[src/rtl/slip_pkg.sv]
package slip_pkg;

  typedef enum logic [2:0] {
    ST_IDLE,
    ST_COMPARE,
    ST_PULSE_HI,
    ST_GAP_LO,
    ST_WAIT_REARM,
    ST_LOCKED
  } slipState_e;

  // Strobes from the control FSM to the datapath
  typedef struct packed {
    logic syncRaw;   // unregistered slip request
    logic clrMiss;   // hold comparator miss indication low
    logic incSlip;   // advance slip counter
    logic incMatch;  // count one more matching word
    logic clrMatch;  // restart match run
    logic setLock;
    logic clrLock;
  } slipStrobe_t;

endpackage

[src/rtl/slip_datapath.sv]
module slip_datapath
  import slip_pkg::*;
#(
  parameter int WORD_W     = 10,
  parameter int LOCK_COUNT = 4,
  parameter int SLIP_MOD   = 10,
  parameter int SLIP_W     = 4
) (
  input  logic              clk,
  input  logic              rst,
  input  logic              enable,
  input  logic [WORD_W-1:0] rxWord,
  input  logic [WORD_W-1:0] trainPattern,
  input  slipStrobe_t       strobe,
  output logic              hitQ,
  output logic              missQ,
  output logic              matchDone,
  output logic              syncQ,
  output logic              lockedQ,
  output logic [SLIP_W-1:0] slipCnt
);

  localparam int MATCH_W = (LOCK_COUNT > 1) ? $clog2(LOCK_COUNT) : 1;
  localparam logic [MATCH_W-1:0] MATCH_LAST = MATCH_W'(LOCK_COUNT - 1);
  localparam logic [SLIP_W-1:0]  SLIP_LAST  = SLIP_W'(SLIP_MOD - 1);

  logic [WORD_W-1:0]  bitDiff;
  logic               wordEq;
  logic [MATCH_W-1:0] matchCnt;

  // Per-bit comparator
  for (genvar b = 0; b < WORD_W; b++) begin : g_cmp
    assign bitDiff[b] = rxWord[b] ^ trainPattern[b];
  end
  assign wordEq    = ~|bitDiff;
  assign matchDone = (matchCnt == MATCH_LAST);

  // Registered compare result; the miss indication can be forced low
  always_ff @(posedge clk) begin
    if (rst) begin
      hitQ  <= 1'b0;
      missQ <= 1'b0;
    end else begin
      hitQ  <= enable & wordEq;
      missQ <= enable & ~wordEq & ~strobe.clrMiss;
    end
  end

  // Output register for the slip request
  always_ff @(posedge clk) begin
    if (rst) syncQ <= 1'b0;
    else     syncQ <= strobe.syncRaw;
  end

  // Consecutive-match run counter
  always_ff @(posedge clk) begin
    if (rst || strobe.clrMatch) matchCnt <= '0;
    else if (strobe.incMatch && !matchDone) matchCnt <= matchCnt + 1'b1;
  end

  // Lock flag
  always_ff @(posedge clk) begin
    if (rst || strobe.clrLock) lockedQ <= 1'b0;
    else if (strobe.setLock)   lockedQ <= 1'b1;
  end

  // Slip counter, modulo SLIP_MOD
  always_ff @(posedge clk) begin
    if (rst) slipCnt <= '0;
    else if (strobe.incSlip)
      slipCnt <= (slipCnt == SLIP_LAST) ? '0 : slipCnt + 1'b1;
  end

  AST_PULSE_TWO: assert property (@(posedge clk) disable iff (rst)
    $fell(syncQ) |-> $past(syncQ, 2));
  AST_PULSE_HOLD: assert property (@(posedge clk) disable iff (rst)
    $rose(syncQ) |=> syncQ);
  AST_PULSE_MAX: assert property (@(posedge clk) disable iff (rst)
    (syncQ && $past(syncQ)) |=> !syncQ);
  AST_GAP_MIN: assert property (@(posedge clk) disable iff (rst)
    $rose(syncQ) |-> (!$past(syncQ, 2) && !$past(syncQ, 3)));
  AST_SLIP_RANGE: assert property (@(posedge clk) disable iff (rst)
    slipCnt <= SLIP_LAST);
  AST_LOCK_DROP: assert property (@(posedge clk) disable iff (rst)
    (lockedQ && missQ && enable) |=> !lockedQ);

endmodule

[src/rtl/slip_control.sv]
module slip_control
  import slip_pkg::*;
#(
  parameter int PULSE_CYCLES = 2,
  parameter int GAP_CYCLES   = 3
) (
  input  logic        clk,
  input  logic        rst,
  input  logic        enable,
  input  logic        hitQ,
  input  logic        missQ,
  input  logic        matchDone,
  output slipStrobe_t strobe
);

  localparam int PH_MAX = (PULSE_CYCLES > GAP_CYCLES) ? PULSE_CYCLES : GAP_CYCLES;
  localparam int PH_W   = $clog2(PH_MAX + 1);
  localparam logic [PH_W-1:0] PULSE_LAST = PH_W'(PULSE_CYCLES - 1);
  localparam logic [PH_W-1:0] GAP_LAST   = PH_W'(GAP_CYCLES - 1);

  slipState_e state, stateNext;
  logic [PH_W-1:0] phase;

  always_ff @(posedge clk) begin
    if (rst) state <= ST_IDLE;
    else     state <= stateNext;
  end

  // Phase counter restarts on every state change
  always_ff @(posedge clk) begin
    if (rst || (stateNext != state)) phase <= '0;
    else                             phase <= phase + 1'b1;
  end

  always_comb begin
    stateNext = state;
    strobe    = '0;
    unique case (state)
      ST_IDLE: begin
        strobe.clrMatch = 1'b1;
        strobe.clrLock  = 1'b1;
        if (enable) stateNext = ST_COMPARE;
      end
      ST_COMPARE: begin
        if (!enable) begin
          strobe.clrMatch = 1'b1;
          stateNext       = ST_IDLE;
        end else if (hitQ) begin
          strobe.incMatch = 1'b1;
          if (matchDone) begin
            strobe.setLock = 1'b1;
            stateNext      = ST_LOCKED;
          end
        end else if (missQ) begin
          strobe.clrMatch = 1'b1;
          strobe.incSlip  = 1'b1;
          stateNext       = ST_PULSE_HI;
        end
      end
      ST_PULSE_HI: begin
        strobe.syncRaw = 1'b1;
        strobe.clrMiss = 1'b1;
        if (phase == PULSE_LAST) stateNext = ST_GAP_LO;
      end
      ST_GAP_LO: begin
        strobe.clrMiss = 1'b1;
        if (phase == GAP_LAST) stateNext = ST_WAIT_REARM;
      end
      ST_WAIT_REARM: begin
        if (!enable)     stateNext = ST_IDLE;
        else if (!missQ) stateNext = ST_COMPARE;
      end
      ST_LOCKED: begin
        if (!enable) begin
          strobe.clrLock  = 1'b1;
          strobe.clrMatch = 1'b1;
          stateNext       = ST_IDLE;
        end else if (missQ) begin
          strobe.clrLock  = 1'b1;
          strobe.clrMatch = 1'b1;
          stateNext       = ST_COMPARE;
        end
      end
      default: stateNext = ST_IDLE;
    endcase
  end

  AST_REARM_FRESH: assert property (@(posedge clk) disable iff (rst)
    $rose(strobe.syncRaw) |-> $past(missQ));
  AST_SLIP_THEN_PULSE: assert property (@(posedge clk) disable iff (rst)
    strobe.incSlip |=> strobe.syncRaw);
  AST_LOCK_ON_RUN: assert property (@(posedge clk) disable iff (rst)
    strobe.setLock |-> (hitQ && matchDone && enable));
  AST_IDLE_QUIET: assert property (@(posedge clk) disable iff (rst)
    !enable |-> !strobe.incSlip);

endmodule

[src/rtl/slip_align_ctrl.sv]
module slip_align_ctrl
  import slip_pkg::*;
#(
  parameter int WORD_W       = 10,
  parameter int LOCK_COUNT   = 4,
  parameter int PULSE_CYCLES = 2,
  parameter int GAP_CYCLES   = 3,
  parameter int SLIP_W       = $clog2(WORD_W)
) (
  input  logic              clk,
  input  logic              rst,
  input  logic              enable,
  input  logic [WORD_W-1:0] rxWord,
  input  logic [WORD_W-1:0] trainPattern,
  output logic              slipReq,
  output logic              locked,
  output logic [SLIP_W-1:0] slipCount
);

  slipStrobe_t strobe;
  logic hitQ, missQ, matchDone;

  slip_control #(
    .PULSE_CYCLES(PULSE_CYCLES),
    .GAP_CYCLES  (GAP_CYCLES)
  ) i_control (
    .clk      (clk),
    .rst      (rst),
    .enable   (enable),
    .hitQ     (hitQ),
    .missQ    (missQ),
    .matchDone(matchDone),
    .strobe   (strobe)
  );

  slip_datapath #(
    .WORD_W    (WORD_W),
    .LOCK_COUNT(LOCK_COUNT),
    .SLIP_MOD  (WORD_W),
    .SLIP_W    (SLIP_W)
  ) i_datapath (
    .clk         (clk),
    .rst         (rst),
    .enable      (enable),
    .rxWord      (rxWord),
    .trainPattern(trainPattern),
    .strobe      (strobe),
    .hitQ        (hitQ),
    .missQ       (missQ),
    .matchDone   (matchDone),
    .syncQ       (slipReq),
    .lockedQ     (locked),
    .slipCnt     (slipCount)
  );

  AST_SYNC_REG: assert property (@(posedge clk) disable iff (rst)
    $rose(slipReq) |-> ($past(slipCount) != $past(slipCount, 2)));

endmodule

[config.mk]
export PLATFORM = sky130hd
export DESIGN_NAME = slip_align_ctrl
export DESIGN_NICKNAME = d
export VERILOG_FILES = /design/src/rtl/slip_pkg.sv /design/src/rtl/slip_datapath.sv /design/src/rtl/slip_control.sv /design/src/rtl/slip_align_ctrl.sv
export SDC_FILE = /design/constraint.sdc
export NUM_CORES = 1
export LEC_CHECK = 0
export ABC_AREA = 1
export BUFFER_PORTS_ARGS = -buffer_cell sky130_fd_sc_hd__buf_2
export CORE_MARGIN = 3
export CORE_UTILIZATION = 35
export DETAILED_ROUTE_END_ITERATION = 12
export PLACE_DENSITY = 0.6
export SYNTH_ARGS = -nofsm -noshare
export SYNTH_HDL_FRONTEND = slang
export SYNTH_SLANG_ARGS = --single-unit
[constraint.sdc]
create_clock -name clk -period 2.85 [get_ports clk]
set_input_delay 0.57 -clock clk [delete_from_list [all_inputs] [get_ports clk]]
set_output_delay 0.57 -clock clk [all_outputs]
set_load 0.005 [all_outputs]
==> reports/results.txt, run 1 <==
status - finished clean
post-CTS setup buffer count - 0
crit path from - i_datapath.slipCnt[1]
WP buf/inv - 1
Nets - 198
height of the die - 58.3 µm
vias - 972
1st-iter DRT viols - 17
cell leakage power - 0.500 nW
number of max-cap violations - 0
Longest Clk Path Bufs - 2
met2 wire len - 1040 µm
Starting Density - 37.7%
Final Cell Area - 1140 µm²
crit end category - primary output
Mean Syn Cell Area - 6.75 µm²
Finished Core Util - 44.9%
HPWL Detailed - 1740 µm
WL final - 2090 µm
Max IR drop VDD - 0.000220 V
vias in the first global route - 923
r2r endpoint - i_control.phase[1]
data required time at the worst endpoint - 2.28 ns
Pwr Density - 372 nW/µm²
Mapped Cells - 142
skew final - 0.00539 ns
slowest library cell on the worst path - dfxtp_1
final hold vios - 0
die area - 3400 µm²
hold path depth - 1
ant diodes - 0
nature of the critical path startpoint - flip-flop
RSZ-0062 raised after global routing - no
first-pass GRT wire length - 3540 µm
slew at the pin closest to its max-slew limit - 0.432 ns
layout cells sized above 1 - 24.0%
Fillers - 285
H-tree Lvls - 1
number of synthesized flops with an enable pin - 0
CP Max Fanout - 4
CTS buffer count - 3
Worst slew margin - 71.2%
dpl cell area - 1120 µm²
YS warnings - 0
crit-path cells - buf_2
Avg WL per Cell - 10.4 µm
Critical R2R Launch - i_control.state[0]
wl on met1 - 847 µm
Final Cycle Share - 48.2%
hold path startpoint - i_control.phase[0]
vias per cell - 4.84
Syn Nets - 168
Yosys cell types - 29
# IOs - 29
Crit path max-delay family - flip-flops
fmax - 0.728 GHz
CP max stage delay - 0.38 ns
CTS Sinks - 15
CTS tree - yes
DR top layer - met4
port bufs - 28
Seq/Total Area, Yosys - 31.3%
CTS Hold Buffers Added - 0
Detail Route Antenna Nets - 0
Core Footprint - 2540 µm²
fin. max-slew vios - 0
register area - 300 µm²
detailed-router iteration count before antenna repair - 4
RePlAce Congestion - 0.854
Reg clk slew, reported paths - 0.09 ns
ys async rst share - 0%
Netlist Area Pre-Place - 958 µm²
Worst R2R Setup Slack - 1.48 ns
grt ovf - 0
die span in x - 58.3 µm
Arrival @ worst endpoint - 0.80 ns
Area Growth Syn to Fin - 19.2%
Total Routing Usage GR - 13.6%
r2r worst-path depth - 7
ys flop type - dfxtp_1
Hold Path End - i_control.phase[0]
area of the multi-input gates - 563 µm²
initial antenna violation count - 0
critical path class - flip-flop to primary output
worst hold margin - 0.463 ns
Final min period - 1.37 ns
largest net degree at the start of global routing - 12
Fin Setup TNS - 0 ns
# rows - 18
CTS Root Cell - clkbuf_4
clock latency on the worst-skew pair - 0.29 ns
DR WL met3 - 143 µm
worst hold path type - flip-flop to flip-flop
#FFs+latches synth - 15
Final setup violation count - 0
post-CTS sizing - 0
DRC viols - 0
-- cells in the final DEF (no fill, tap or decap), types with 2 or more instances in the layout --
cell / instances
buf_2: 28
inv_2: 4
ha_1: 3
clkbuf_4: 3
xor2_1: 4
nand2_1: 20
a21oi_1: 7
nor2_4: 2
dfxtp_1: 15
o21ai_1: 3
nand4_1: 2
nor2_1: 29
nor3_1: 2
inv_1: 16
nor2_2: 2
xnor2_1: 4
nand3_1: 15
-- cells by family after synthesis --
kind of cell	Yosys count	share of synthesized area, %
buffers and inverters	23	9.92
adders and majority gates	3	3.92
xor gates and xnor gates	8	7.31
DFF	15	31.3
AOI/OAI and AO/OA	14	7.96
and+or+nand+nor	79	39.6
-- worst max path at each step --
stage	to	slack [ns]	depth (start not counted)
after floorplan	i_control.phase[0]	1.43	8
after global placement	i_control.phase[0]	1.35	8
after detailed placement	i_control.phase[1]	1.32	8
after CTS	slipCount[1]	1.48	1
after global routing	i_control.phase[1]	1.31	8
final	slipCount[1]	1.48	1
-- flip-flops by register name (all words and copies together), names as in the netlist --
signal / cells
i_control.phase: 2
i_control.state: 3
i_datapath.hitQ: 1
i_datapath.lockedQ: 1
i_datapath.matchCnt: 2
i_datapath.missQ: 1
i_datapath.slipCnt: 4
i_datapath.syncQ: 1
-- metal layers --
metal,GRT usage (%),vias up
met2,25.8,35
met1,13.2,423
li1,-,509
met3,2.41,5
met5,0,-
met4,8.94,0
-- final cells by class --
cell class                      count  area share (%)
Clock buffer                        4            2.30
Inverter                           20            6.57
Multi-Input combinational cell    104            49.3
Sequential cell                    15            26.3
Tap cell                           30            3.29
Timing Repair Buffer               28            12.3
-- worst reg2reg max path, delay by kind of cell (launching register included) --
kind	cells	cell delay [ns]
simple gates	7	0.69
flops	1	0.60
-- where the power goes --
group / leakage, nW / switching, W / internal, W / total [W]
sequential: 0.122 / 0.00000801 / 0.000215 / 0.000223
combinational: 0.363 / 0.0000400 / 0.0000338 / 0.0000738
clock: 0.0150 / 0.0000733 / 0.0000545 / 0.000128
total: 0.500 / 0.000121 / 0.000304 / 0.000425
-- cell usage after synthesis (2+ instances only) --
cell type | number | area, µm²
a21oi_1 | 7 | 35.0
dfxtp_1 | 15 | 300
ha_1 | 3 | 37.5
inv_1 | 16 | 60.1
inv_2 | 4 | 15.0
nand2_1 | 20 | 75.1
nand3_1 | 15 | 75.1
nand4_1 | 2 | 12.5
nor2_1 | 29 | 109
nor2_2 | 2 | 12.5
nor2_4 | 2 | 22.5
nor3_1 | 2 | 10.0
o21ai_1 | 3 | 15.0
xnor2_1 | 4 | 35.0
xor2_1 | 4 | 35.0
-- metrics by stage --
stage | setup WS [ns] | instances | total power (W)
4_1_cts | 1.48 | 201 | 0.000425
3_5_place_dp | 1.32 | 197 | 0.000302
2_1_floorplan | 1.43 | 142 | 0.000277
3_3_place_gp | 1.35 | 197 | 0.000299
6_report | 1.48 | 201 | 0.000425
5_1_grt | 1.31 | 201 | 0.000446
Power figures use the tool's default switching activity.
==> run 2: changes to the inputs <==
ABC_AREA = 0   (was 1)
PLACE_DENSITY = 0.63   (was 0.6)
clock period = 1.23 ns   (was 2.85 ns; I/O delays follow)
==> run 2 against run 1 <==
Compared with the run above:
- the run now ends with negative setup slack left
- final cell count decreased by 13%
- hold slack got worse by 0.17 ns
- clock skew about the same
- combinational power increased to 2.8 times the previous value
- non-clock buffer count increased by 16
- via count decreased by 9.4%
- design area increased by 12%
- synthesized cell count decreased by 29%
- count of clock-buffer cells in the layout unchanged
- global-route usage increased by 0.67 points
- die area decreased by 7.2%
- largest cell class unchanged
- largest power group unchanged
==> reports/results.txt, run 2 <==
slew at the pin closest to its max-slew limit - 0.438 ns
worst hold margin - 0.291 ns
Final setup violation count - 5
# rows - 17
CTS Sinks - 15
top area cells in the synthesized netlist - dfxtp_1 (34%), xnor2_1 (8.9%), nor2_1 (5.5%)
port bufs - 28
Area Growth Syn to Fin - 44.5%
largest net degree at the start of global routing - 12
Seq/Total Area, Yosys - 34.0%
die span in x - 56.2 µm
detailed-router iteration count before antenna repair - 4
RSZ-0062 raised after global routing - yes
RePlAce Congestion - 0.827
Detail Route Antenna Nets - 0
final hold vios - 0
Largest regs - i_datapath.slipCnt: 4 flops, i_control.state: 3 flops
Arrival @ worst endpoint - 1.53 ns
most common cell after layout, fill and taps aside - buf_2
HPWL Detailed - 1630 µm
Tot Pwr - 0.00100 W
Avg WL per Cell - 12.5 µm
vias per cell - 5.06
1st-iter DRT viols - 20
Final Cycle Share - 106%
Worst R2R Setup Slack - -0.08 ns
data required time at the worst endpoint - 1.45 ns
failing checks - negative setup slack
vias - 881
die area - 3160 µm²
critical path class - flip-flop to flip-flop
Pwr Density - 785 nW/µm²
cell leakage power - 0.563 nW
most common library cells after synthesis - dfxtp_1 (15), nor2_1 (13), xnor2_1 (9)
CTS tree - yes
#FFs+latches synth - 15
ys flop type - dfxtp_1
largest register by flop count - i_datapath.slipCnt
Netlist Area Pre-Place - 882 µm²
number of max-cap violations - 0
CP Max Fanout - 2
Place WS - -0.0934 ns
skew final - 0.00579 ns
Nets - 173
grt ovf - 0
initial antenna violation count - 0
Mean Syn Cell Area - 8.73 µm²
commonest cells after routing, fill and taps aside - buf_2 (28), buf_4 (15), nor2_1 (12)
Yosys cell types - 34
fmax - 0.764 GHz
clock latency on the worst-skew pair - 0.28 ns
ant diodes - 0
H-tree Lvls - 1
CTS buffer count - 3
Final Cell Area - 1270 µm²
CTS Hold Buffers Added - 0
Fillers - 205
dpl cell area - 1160 µm²
Reg clk slew, reported paths - 0.09 ns
Worst slew margin - 70.5%
fin. max-slew vios - 0
Syn Nets - 127
number of synthesized flops with an enable pin - 0
height of the die - 56.2 µm
Starting Density - 38.4%
nature of the critical path startpoint - flip-flop
Final min period - 1.31 ns
worst hold path type - primary input to flip-flop
ys async rst share - 0%
Max IR drop VDD - 0.000450 V
max reg flops - 4
vias in the first global route - 883
CTS Root Cell - clkbuf_4
YS warnings - 0
Longest Clk Path Bufs - 2
crit end category - flip-flop
post-synth top area share - 34.0%
layout cells sized above 1 - 47.9%
# IOs - 29
DRC viols - 0
first-pass GRT wire length - 3670 µm
Setup WS post-layout - -0.0782 ns
WL final - 2170 µm
Core Footprint - 2300 µm²
dominant cell by count in the synthesized netlist - dfxtp_1
status - complete, but fails checks
Mapped Cells - 101
Total Routing Usage GR - 14.3%
leading area contributor after synthesis - dfxtp_1
[run 2: cell count changes in the layout (fill, tap and decap cells not counted), moves of 3 or more]
cell	delta
dfxtp_1	-6
inv_2	-4
nand2_1	-19
xnor2_1	+5
nor2_1	-17
nand2b_1	+5
nand3_1	-15
buf_4	+15
a21oi_1	-3
dfxtp_2	+6
inv_1	-11
[run 2: metrics by stage]
stage          TNS, ns  std cells  util [%]
2_1_floorplan   -0.125        101         -
5_1_grt         -0.687        174      55.5
3_3_place_gp    -0.213        169      50.6
6_report        -0.274        174      55.5
3_5_place_dp    -0.289        169      50.6
4_1_cts         -0.327        174      53.0
[run 2: area by class of cell]
class                      instances  area, µm²  share of cell area [%]
multi-input combinational         78        623                    48.9
sequential                        15        308                    24.1
timing repair buffer              44        264                    20.7
tap                               28       35.0                    2.75
clock buffer                       4       26.3                    2.06
inverter                           5       18.8                    1.47
[run 2: kinds of logic (layout without fill, tap and decap cells)]
| kind of cell | after synthesis | in the layout | share of synthesized area [%] |
|---|---|---|---|
| mux | 3 | 3 | 3.55 |
| simple gates | 41 | 41 | 27.5 |
| buf+inv | 8 | 53 | 4.40 |
| flops | 15 | 15 | 34.0 |
| compound gates | 17 | 17 | 12.3 |
| xor+xnor | 14 | 14 | 13.9 |
| fa+ha+maj | 3 | 3 | 4.26 |
[run 2: per-layer routing]
metal	global-route usage [%]	share of wire, %	up-vias
met1	18.1	47	403
met3	1.62	6.7	4
met5	0	0	-
li1	-	-	440
met4	8.14	1.4	0
met2	23.2	45	34
[run 2: repair_timing]
item / CTS / global route
resized for setup: 8 / 16
pin swaps: 4 / 9
setup endpoints to repair: 8 / 12
setup buffers: 1 / 0
[run 2: worst paths after layout]
kind / startpoint / endpoint / cells after the start
max: i_datapath.matchCnt[0] / i_control.phase[0] / 5
min: rst / i_control.state[0] / 2
max reg2reg: i_datapath.matchCnt[0] / i_control.phase[0] / 5
min reg2reg: i_datapath.lockedQ / i_datapath.lockedQ / 2
[run 2: report_power, final]
part	leakage [nW]	internal (W)	total (W)	switching (W)
clock network	0.0150	0.000126	0.000283	0.000157
registers	0.124	0.000499	0.000512	0.0000127
logic	0.424	0.000114	0.000206	0.0000922
[run 2: critical path, cell delays in order, from the launching register on]
cell and delay, ns:
dfxtp_2 0.34, ha_4 0.15, mux2_4 0.26, a221oi_2 0.26, o221ai_2 0.13, nor2_1 0.11
